--- src/rtl/spi_eng_pkg.sv ---
// Package: shared types of the SPI master shift engine.
// Assumes: none; included first in compile order.
package spi_eng_pkg;

    // Per-word mode settings captured at start.
    typedef struct packed {
        logic cpol;
        logic cpha;
        logic lsb_first;
        logic three_wire;
        logic rx_only;
    } spi_mode_t;

    // Engine state.
    typedef enum logic {
        ENG_IDLE  = 1'b0,
        ENG_SHIFT = 1'b1
    } eng_state_t;

endpackage

--- src/rtl/spi_eng_tick.sv ---
// Module: spi_eng_tick
// Produces one tick every DIV+1 cycles while run is high. Each tick
// marks the end of an SCK half-period.
// Assumes: div is held stable while run is high.
module spi_eng_tick #(
    parameter int DIV_W = 8
) (
    input  logic             clk,
    input  logic             rst_n,
    input  logic             run,
    input  logic [DIV_W-1:0] div,
    output logic             tick
);

    logic [DIV_W-1:0] cnt_q;

    assign tick = run && (cnt_q == div);

    // Half-period counter, cleared whenever the engine is not running.
    always_ff @(posedge clk) begin
        if (!rst_n || !run) begin
            cnt_q <= '0;
        end else if (tick) begin
            cnt_q <= '0;
        end else begin
            cnt_q <= cnt_q + 1'b1;
        end
    end

    // with a divider above zero, two ticks are never adjacent
    p_tick_spacing_r2: assert property (@(posedge clk) disable iff (!rst_n)
        (tick && div != '0) |=> !tick);

endmodule

--- src/rtl/spi_eng_shreg.sv ---
// Module: spi_eng_shreg
// Transmit and receive shift registers with a selectable bit order.
// rx_word is the received word, right-aligned, and already includes
// any bit sampled in the current cycle.
// Assumes: ld_len and len are already clamped to MIN..MAX_W.
module spi_eng_shreg #(
    parameter int MAX_W = 32,
    parameter int LEN_W = 6
) (
    input  logic             clk,
    input  logic             rst_n,
    input  logic             load,
    input  logic [MAX_W-1:0] tx_word,
    input  logic [LEN_W-1:0] ld_len,
    input  logic             ld_lsb,
    input  logic [LEN_W-1:0] len,
    input  logic             lsb,
    input  logic             shift_out,
    input  logic             sample,
    input  logic             sin,
    output logic             sout,
    output logic [MAX_W-1:0] rx_word
);

    logic [MAX_W-1:0] tx_q;
    logic [MAX_W-1:0] rx_q;
    logic [MAX_W-1:0] rx_cap;

    assign sout = lsb ? tx_q[0] : tx_q[MAX_W-1];

    // Insert the sampled bit at the end its order requires.
    always_comb begin
        rx_cap = rx_q;
        if (sample) begin
            rx_cap = lsb ? {sin, rx_q[MAX_W-1:1]} : {rx_q[MAX_W-2:0], sin};
        end
    end

    // Right-align: LSB-first bits accumulate from the top.
    assign rx_word = lsb ? (rx_cap >> (MAX_W - int'(len))) : rx_cap;

    // Transmit register: left-align MSB-first words on load, then shift.
    always_ff @(posedge clk) begin
        if (!rst_n) begin
            tx_q <= '0;
        end else if (load) begin
            tx_q <= ld_lsb ? tx_word : (tx_word << (MAX_W - int'(ld_len)));
        end else if (shift_out) begin
            tx_q <= lsb ? (tx_q >> 1) : (tx_q << 1);
        end
    end

    // Receive register: cleared on load so unused upper bits read zero.
    always_ff @(posedge clk) begin
        if (!rst_n || load) begin
            rx_q <= '0;
        end else begin
            rx_q <= rx_cap;
        end
    end

    // neither register is reloaded while a shift is requested
    p_no_load_mid_shift_r9: assert property (@(posedge clk) disable iff (!rst_n)
        load |-> !(shift_out || sample));

endmodule

--- src/rtl/spi_shift_master.sv ---
// Module: spi_shift_master
// Single-word SPI master. Supports the four clock modes, a word length
// of MIN_W..MAX_W, either bit order and three-wire half-duplex words.
// The SCK half-period is div+1 system cycles.
// Assumes: chip select is handled outside; start is honoured only when idle.
module spi_shift_master
    import spi_eng_pkg::*;
#(
    parameter int MAX_W = 32,
    parameter int MIN_W = 4,
    parameter int DIV_W = 8,
    parameter int LEN_W = $clog2(MAX_W + 1)
) (
    input  logic             clk,
    input  logic             rst_n,
    input  logic             start,
    input  logic             cpol,
    input  logic             cpha,
    input  logic             lsb_first,
    input  logic             three_wire,
    input  logic             rx_only,
    input  logic [LEN_W-1:0] word_len,
    input  logic [DIV_W-1:0] div,
    input  logic [MAX_W-1:0] tx_data,
    input  logic             miso,
    input  logic             sdio_in,
    output logic             busy,
    output logic             done,
    output logic [MAX_W-1:0] rx_data,
    output logic             sck,
    output logic             mosi,
    output logic             mosi_oe
);

    localparam int EC_W = LEN_W + 1;

    eng_state_t       state_q;
    spi_mode_t        mode_q;
    logic [LEN_W-1:0] len_q;
    logic [LEN_W-1:0] len_c;
    logic [DIV_W-1:0] div_q;
    logic [EC_W-1:0]  edge_q;
    logic [EC_W-1:0]  last_edge;
    logic             ph_q;
    logic             done_q;
    logic [MAX_W-1:0] rx_q;
    logic             tick;
    logic             accept;
    logic             leading;
    logic             is_last;
    logic             sample_en;
    logic             shift_en;
    logic             sin;
    logic [MAX_W-1:0] rx_word;

    // Clamp the requested word length into the supported range.
    always_comb begin
        if (word_len < LEN_W'(MIN_W))      len_c = LEN_W'(MIN_W);
        else if (word_len > LEN_W'(MAX_W)) len_c = LEN_W'(MAX_W);
        else                               len_c = word_len;
    end

    assign accept    = start && (state_q == ENG_IDLE);
    assign busy      = (state_q == ENG_SHIFT);
    assign leading   = !edge_q[0];
    assign last_edge = {len_q, 1'b0} - EC_W'(1);
    assign is_last   = (edge_q == last_edge);
    assign sample_en = tick && (mode_q.cpha ? !leading : leading);
    assign shift_en  = tick && (mode_q.cpha ? (leading && edge_q != '0)
                                            : (!leading && !is_last));
    assign sin       = mode_q.three_wire ? sdio_in : miso;

    assign sck     = busy ? (mode_q.cpol ^ ph_q) : cpol;
    assign mosi_oe = !(mode_q.three_wire && mode_q.rx_only);
    assign done    = done_q;
    assign rx_data = rx_q;

    spi_eng_tick #(.DIV_W(DIV_W)) u_tick (
        .clk   (clk),
        .rst_n (rst_n),
        .run   (busy),
        .div   (div_q),
        .tick  (tick)
    );

    spi_eng_shreg #(.MAX_W(MAX_W), .LEN_W(LEN_W)) u_shreg (
        .clk       (clk),
        .rst_n     (rst_n),
        .load      (accept),
        .tx_word   (tx_data),
        .ld_len    (len_c),
        .ld_lsb    (lsb_first),
        .len       (len_q),
        .lsb       (mode_q.lsb_first),
        .shift_out (shift_en),
        .sample    (sample_en),
        .sin       (sin),
        .sout      (mosi),
        .rx_word   (rx_word)
    );

    // Word sequencing: capture settings, count SCK edges, publish result.
    always_ff @(posedge clk) begin
        if (!rst_n) begin
            state_q <= ENG_IDLE;
            mode_q  <= '0;
            len_q   <= LEN_W'(MIN_W);
            div_q   <= '0;
            edge_q  <= '0;
            ph_q    <= 1'b0;
            done_q  <= 1'b0;
            rx_q    <= '0;
        end else begin
            done_q <= 1'b0;
            case (state_q)
                ENG_IDLE: begin
                    if (start) begin
                        state_q <= ENG_SHIFT;
                        mode_q  <= '{cpol: cpol, cpha: cpha, lsb_first: lsb_first,
                                     three_wire: three_wire, rx_only: rx_only};
                        len_q   <= len_c;
                        div_q   <= div;
                        edge_q  <= '0;
                        ph_q    <= 1'b0;
                    end
                end
                default: begin
                    if (tick) begin
                        ph_q   <= !ph_q;
                        edge_q <= edge_q + 1'b1;
                        if (is_last) begin
                            state_q <= ENG_IDLE;
                            done_q  <= 1'b1;
                            rx_q    <= (mode_q.three_wire && !mode_q.rx_only)
                                       ? '0 : rx_word;
                        end
                    end
                end
            endcase
        end
    end

    // done lasts exactly one cycle
    p_done_single_r10: assert property (@(posedge clk) disable iff (!rst_n)
        done |=> !done);

    // done only follows a word in progress, with the engine now idle
    p_done_after_word_r10: assert property (@(posedge clk) disable iff (!rst_n)
        done |-> ($past(busy) && !busy));

    // captured settings hold for the whole word
    p_cfg_hold_r9: assert property (@(posedge clk) disable iff (!rst_n)
        (busy && $past(busy)) |-> ($stable(mode_q) && $stable(len_q) && $stable(div_q)));

    // SCK moves only on a half-period tick
    p_sck_only_on_tick_r2: assert property (@(posedge clk) disable iff (!rst_n)
        (busy && !tick) |=> $stable(sck));

    // no received bit lands above the word length
    p_upper_zero_r6: assert property (@(posedge clk) disable iff (!rst_n)
        done |-> ((rx_data >> len_q) == '0));

    // a three-wire transmit-only word returns zero
    p_txonly_zero_r8: assert property (@(posedge clk) disable iff (!rst_n)
        (done && mode_q.three_wire && !mode_q.rx_only) |-> (rx_data == '0));

endmodule

--- config.mk ---
export PLATFORM = sky130hd
export DESIGN_NAME = spi_shift_master
export DESIGN_NICKNAME = d
export VERILOG_FILES = /design/src/rtl/spi_eng_pkg.sv /design/src/rtl/spi_eng_tick.sv /design/src/rtl/spi_eng_shreg.sv /design/src/rtl/spi_shift_master.sv
export SDC_FILE = /design/constraint.sdc
export NUM_CORES = 1
export LEC_CHECK = 0
export ABC_AREA = 1
export BUFFER_PORTS_ARGS = -buffer_cell sky130_fd_sc_hd__buf_2
export CELL_PAD_IN_SITES_DETAIL_PLACEMENT = 1
export CELL_PAD_IN_SITES_GLOBAL_PLACEMENT = 1
export CORE_MARGIN = 10
export CORE_UTILIZATION = 35
export DETAILED_ROUTE_END_ITERATION = 8
export PLACE_DENSITY = 0.74
export SLEW_MARGIN = 20
export SYNTH_ARGS = -nofsm -noshare
export SYNTH_HDL_FRONTEND = slang
export SYNTH_HIERARCHICAL = 1
export SYNTH_SLANG_ARGS = --single-unit
--- constraint.sdc ---
create_clock -name clk -period 4.4 [get_ports clk]
set_clock_uncertainty 0.1 [all_clocks]
set_input_delay 0.22 -clock clk [delete_from_list [all_inputs] [get_ports clk]]
set_output_delay 0.22 -clock clk [all_outputs]
set_load 0.05 [all_outputs]
==> results by group <==
Setup path
  – Startpoint Class: flip-flop
  – Critical path's largest stage delay: 430 ps
  – Launching point of the worst reg2reg path: u_tick/cnt_q[3]
  – Worst reg2reg setup slack: around 360 ps
  – Setup CP Type: flip-flop to flip-flop
  – Delay-heaviest family, CP: simple AND/OR/NAND/NOR gates
  – Worst R2R Path Depth: 22
  – Slowest CP cell: nor3_1
  – Critical-path cell list: inv_1, nand2_1, nand2_1, nor2_1, nand2_1, nor3_1, o21ai_0, a21oi_4, buf_12, o21ai_0, nand2b_1, o21ai_2, o21ai_0, nand2_1, nand3_1, a21oi_1, o21ai_1, nand2_1, inv_1, nor2_1, nand4_1, nand2_1
  – Most frequent CP cell: nand2_1
  – Reg2reg end: rx_data[11]
  – CP arrival: ~4300 ps
  – CP Data Required Time: ~4700 ps
  – Worst Path Buf+Inv: 3
  – Max Fanout on Critical Path: 64
  – Type of destination of the critical path: flip-flop

Global route
  – Largest net degree at the start of global routing: 65
  – First-pass GRT wire length: ~69 mm
  – Vias in the first global route: between 10k and 15k
  – GR Overflow Total: 0
  – Gr usage total: around a fifth
  – Initial antenna violation count: 0

Pwr
  – Maximum vdd drop: between 0.2 and 0.3 mV
  – Leakage: around 5 nW
  – PwrDens: about 330 nW/µm²

Synth
  – Top post-synthesis cells by area: dfxtp_1 (24%), nand3_1 (18%), nand2_1 (16%), nor2_1 (6.2%), o21ai_0 (5.9%)
  – Yosys cell types: 48
  – Post-synth EDFFs: 0
  – Register area share after synthesis: around a quarter
  – Synthesized area: approximately 11000 µm²
  – Net Count, Synth: approximately 1.9k
  – Top-area cell type share of the netlist area: 24.2%
  – Area leader, netlist: dfxtp_1
  – Mean post-synth cell area: 5.88 µm²
  – Syn. warnings: 6
  – Register bit total from synthesis: 133
  – Commonest register cell after synthesis: dfxtp_1
  – Cells after Synth: approximately 1.9k
  – Async S/R FF share, synth: 0%

Floorplan
  – Width of the die: 197 µm
  – Core Region: approximately 31000 µm²
  – Chip Height: 197 µm
  – Cell Rows: 64
  – Die ar.: roughly 39000 µm²
  – Starting Density: a little over a third
  – Ports: just over 90

Route
  – DRT Wirelength: 41.9 mm
  – DRT iter0 DRCs: between 1k and 1.5k
  – Routed vias: ~13k
  – Number of detailed-route iterations in the first pass: 7
  – Post-DRT Antenna Nets: 0
  – Routed WL per cell: between 15 and 20 µm
  – DRC viols: 0
  – Via density: 5.65

STA
  – Hold Worst Slack: ~22 ps
  – Max Clock Freq: between 0.2 and 0.25 GHz
  – Setup TNS: 0 ps
  – Max-slew headroom: 32.5%
  – Minimum clock period: just over 4000 ps
  – Period utilization: 91.9%
  – Final Max Slew Viols: 0
  – Slew at the pin closest to its max-slew limit: 1010 ps
  – Final setup fails: 0
  – RSZ-0062 raised after global routing: false
  – Final Hold Fails: 0

Run
  – # Max-Cap Violations: 0

CTS
  – CTS buffer count: 17
  – CTS tree: yes
  – Root buf cell: clkbuf_16
  – H-tree levels: 4
  – Setup Buffers After CTS: 0
  – Clk buf depth: 2
  – Worst-path clk slew: ~80 ps
  – Worst-skew pair later-pin latency: about 440 ps
  – Clk sink count: about 130

Min path
  – Worst hold path type: primary input to flip-flop
  – Hold path depth: 3
  – Hold Path End: busy
  – Hold path start: start

Cells and area
  – Most frequent cells in the layout: nand2_1 (467), nand3_1 (397), nor2_1 (178), dfxtp_1 (132), o21ai_0 (129)
  – Commonest non-fill, non-tap cell in the layout: nand2_1
  – Non-filler instance count after layout: approximately 2.3k
  – Nets: roughly 2k
  – Fraction of layout cells with a size suffix above 1: about 11%
  – Layout area overhead: 9.80%
  – Fill cell count: about 4.3k
  – Final Core Density: 39.2%
  – Diode count: 0

Placement
  – Routability Congestion: 0.945
  – Dpl hpwl: between 30 and 40 mm
  – DP Cell Count: about 2.2k
  – Port buffer count: 92

Run status
  – Status: completed
routing by layer:
layer / vias to the layer above / wire length [µm] / GRT usage [%]
met5: - / 0 / 0
met2: 320 / 19800 / 35.4
li1: 6299 / - / -
met1: 6266 / 19200 / 27.5
met4: 0 / 1200 / 7.75
met3: 74 / 1700 / 2.79
worst reg2reg max path, delay by kind of cell, from the launching register on:
family,cells,cell delay [ps]
AOI/OAI and AO/OA,7,1410
buffers and inverters,3,390
DFF,1,380
and+or+nand+nor,12,1720
how the worst max path moves through the flow:
stage / start / endpoint / slack [ps] / cells after the start
after floorplan: busy / rx_data[0] / 1390 / 19
after global placement: u_tick/cnt_q[3] / rx_data[11] / 520 / 22
after detailed placement: u_tick/cnt_q[3] / rx_data[11] / 470 / 22
after CTS: u_tick/cnt_q[3] / rx_data[11] / 450 / 22
after global routing: u_tick/cnt_q[3] / rx_data[11] / 50 / 22
final: u_tick/cnt_q[3] / rx_data[11] / 360 / 22
metrics by stage:
stage | cell area, µm² | total power (W) | setup slack (ps)
floorplan | 11000 | 0.00226 | 1390
global placement | 11400 | 0.00257 | 516
detailed placement | 11400 | 0.00259 | 475
CTS | 12100 | 0.00403 | 451
global route | 12100 | 0.00426 | 50.0
finish | 12100 | 0.00402 | 355
where the power goes:
group / internal [W] / switching, W
registers: 0.00125 / 0.0000525
logic: 0.000382 / 0.000923
clock network: 0.000762 / 0.000652
timing repair:
item / in CTS / in global routing
gates resized for setup: 0 / 0
hold buffers: 13 / 0
hold endpoints to repair: 13 / 0
Yosys cell counts (5+ instances only):
| master | count |
|---|---|
| inv_1 | 113 |
| or2_2 | 9 |
| nand3_1 | 397 |
| clkbuf_8 | 7 |
| o211ai_1 | 35 |
| nand4_1 | 38 |
| inv_2 | 8 |
| o21ai_0 | 129 |
| dfxtp_1 | 133 |
| xor2_1 | 6 |
| or2_1 | 7 |
| nor3_1 | 6 |
| xnor2_1 | 6 |
| clkbuf_1 | 56 |
| nand2_1 | 468 |
| a21oi_1 | 95 |
| o22ai_1 | 10 |
| buf_2 | 28 |
| nand3_2 | 5 |
| ha_1 | 6 |
| buf_1 | 11 |
| buf_4 | 7 |
| nor2_2 | 8 |
| nor2_1 | 180 |
| o21ai_1 | 33 |
| buf_6 | 21 |
cells by family (layout without fill, tap and decap cells):
family,after synthesis,in the layout,synth area share [%]
fa+ha+maj,6,6,0.684
xor+xnor,14,14,1.25
simple gates,1132,1132,45.7
flops,133,133,24.2
compound gates,324,324,16.3
buf+inv,260,287,11.9
registers in the layout (all words and copies together), names as in the netlist:
register and count:
u_tick/cnt_q 8, u_shreg/tx_q 32, u_shreg/rx_q 32, len_q 6, done 1, rx_data 32, mode_q 5, busy 1
ph_q 1, div_q 8, edge_q 7
area by class of cell:
class	count	area, µm²	area share [%]
tap	396	495	4.11
timing repair buffer	129	783	6.50
inverter	126	483	4.01
sequential	133	2670	22.1
clock inverter	14	133	1.10
clock buffer	18	439	3.64
multi-input combinational	1476	7060	58.5
Note: power is estimated with default switching activity, not from simulation.
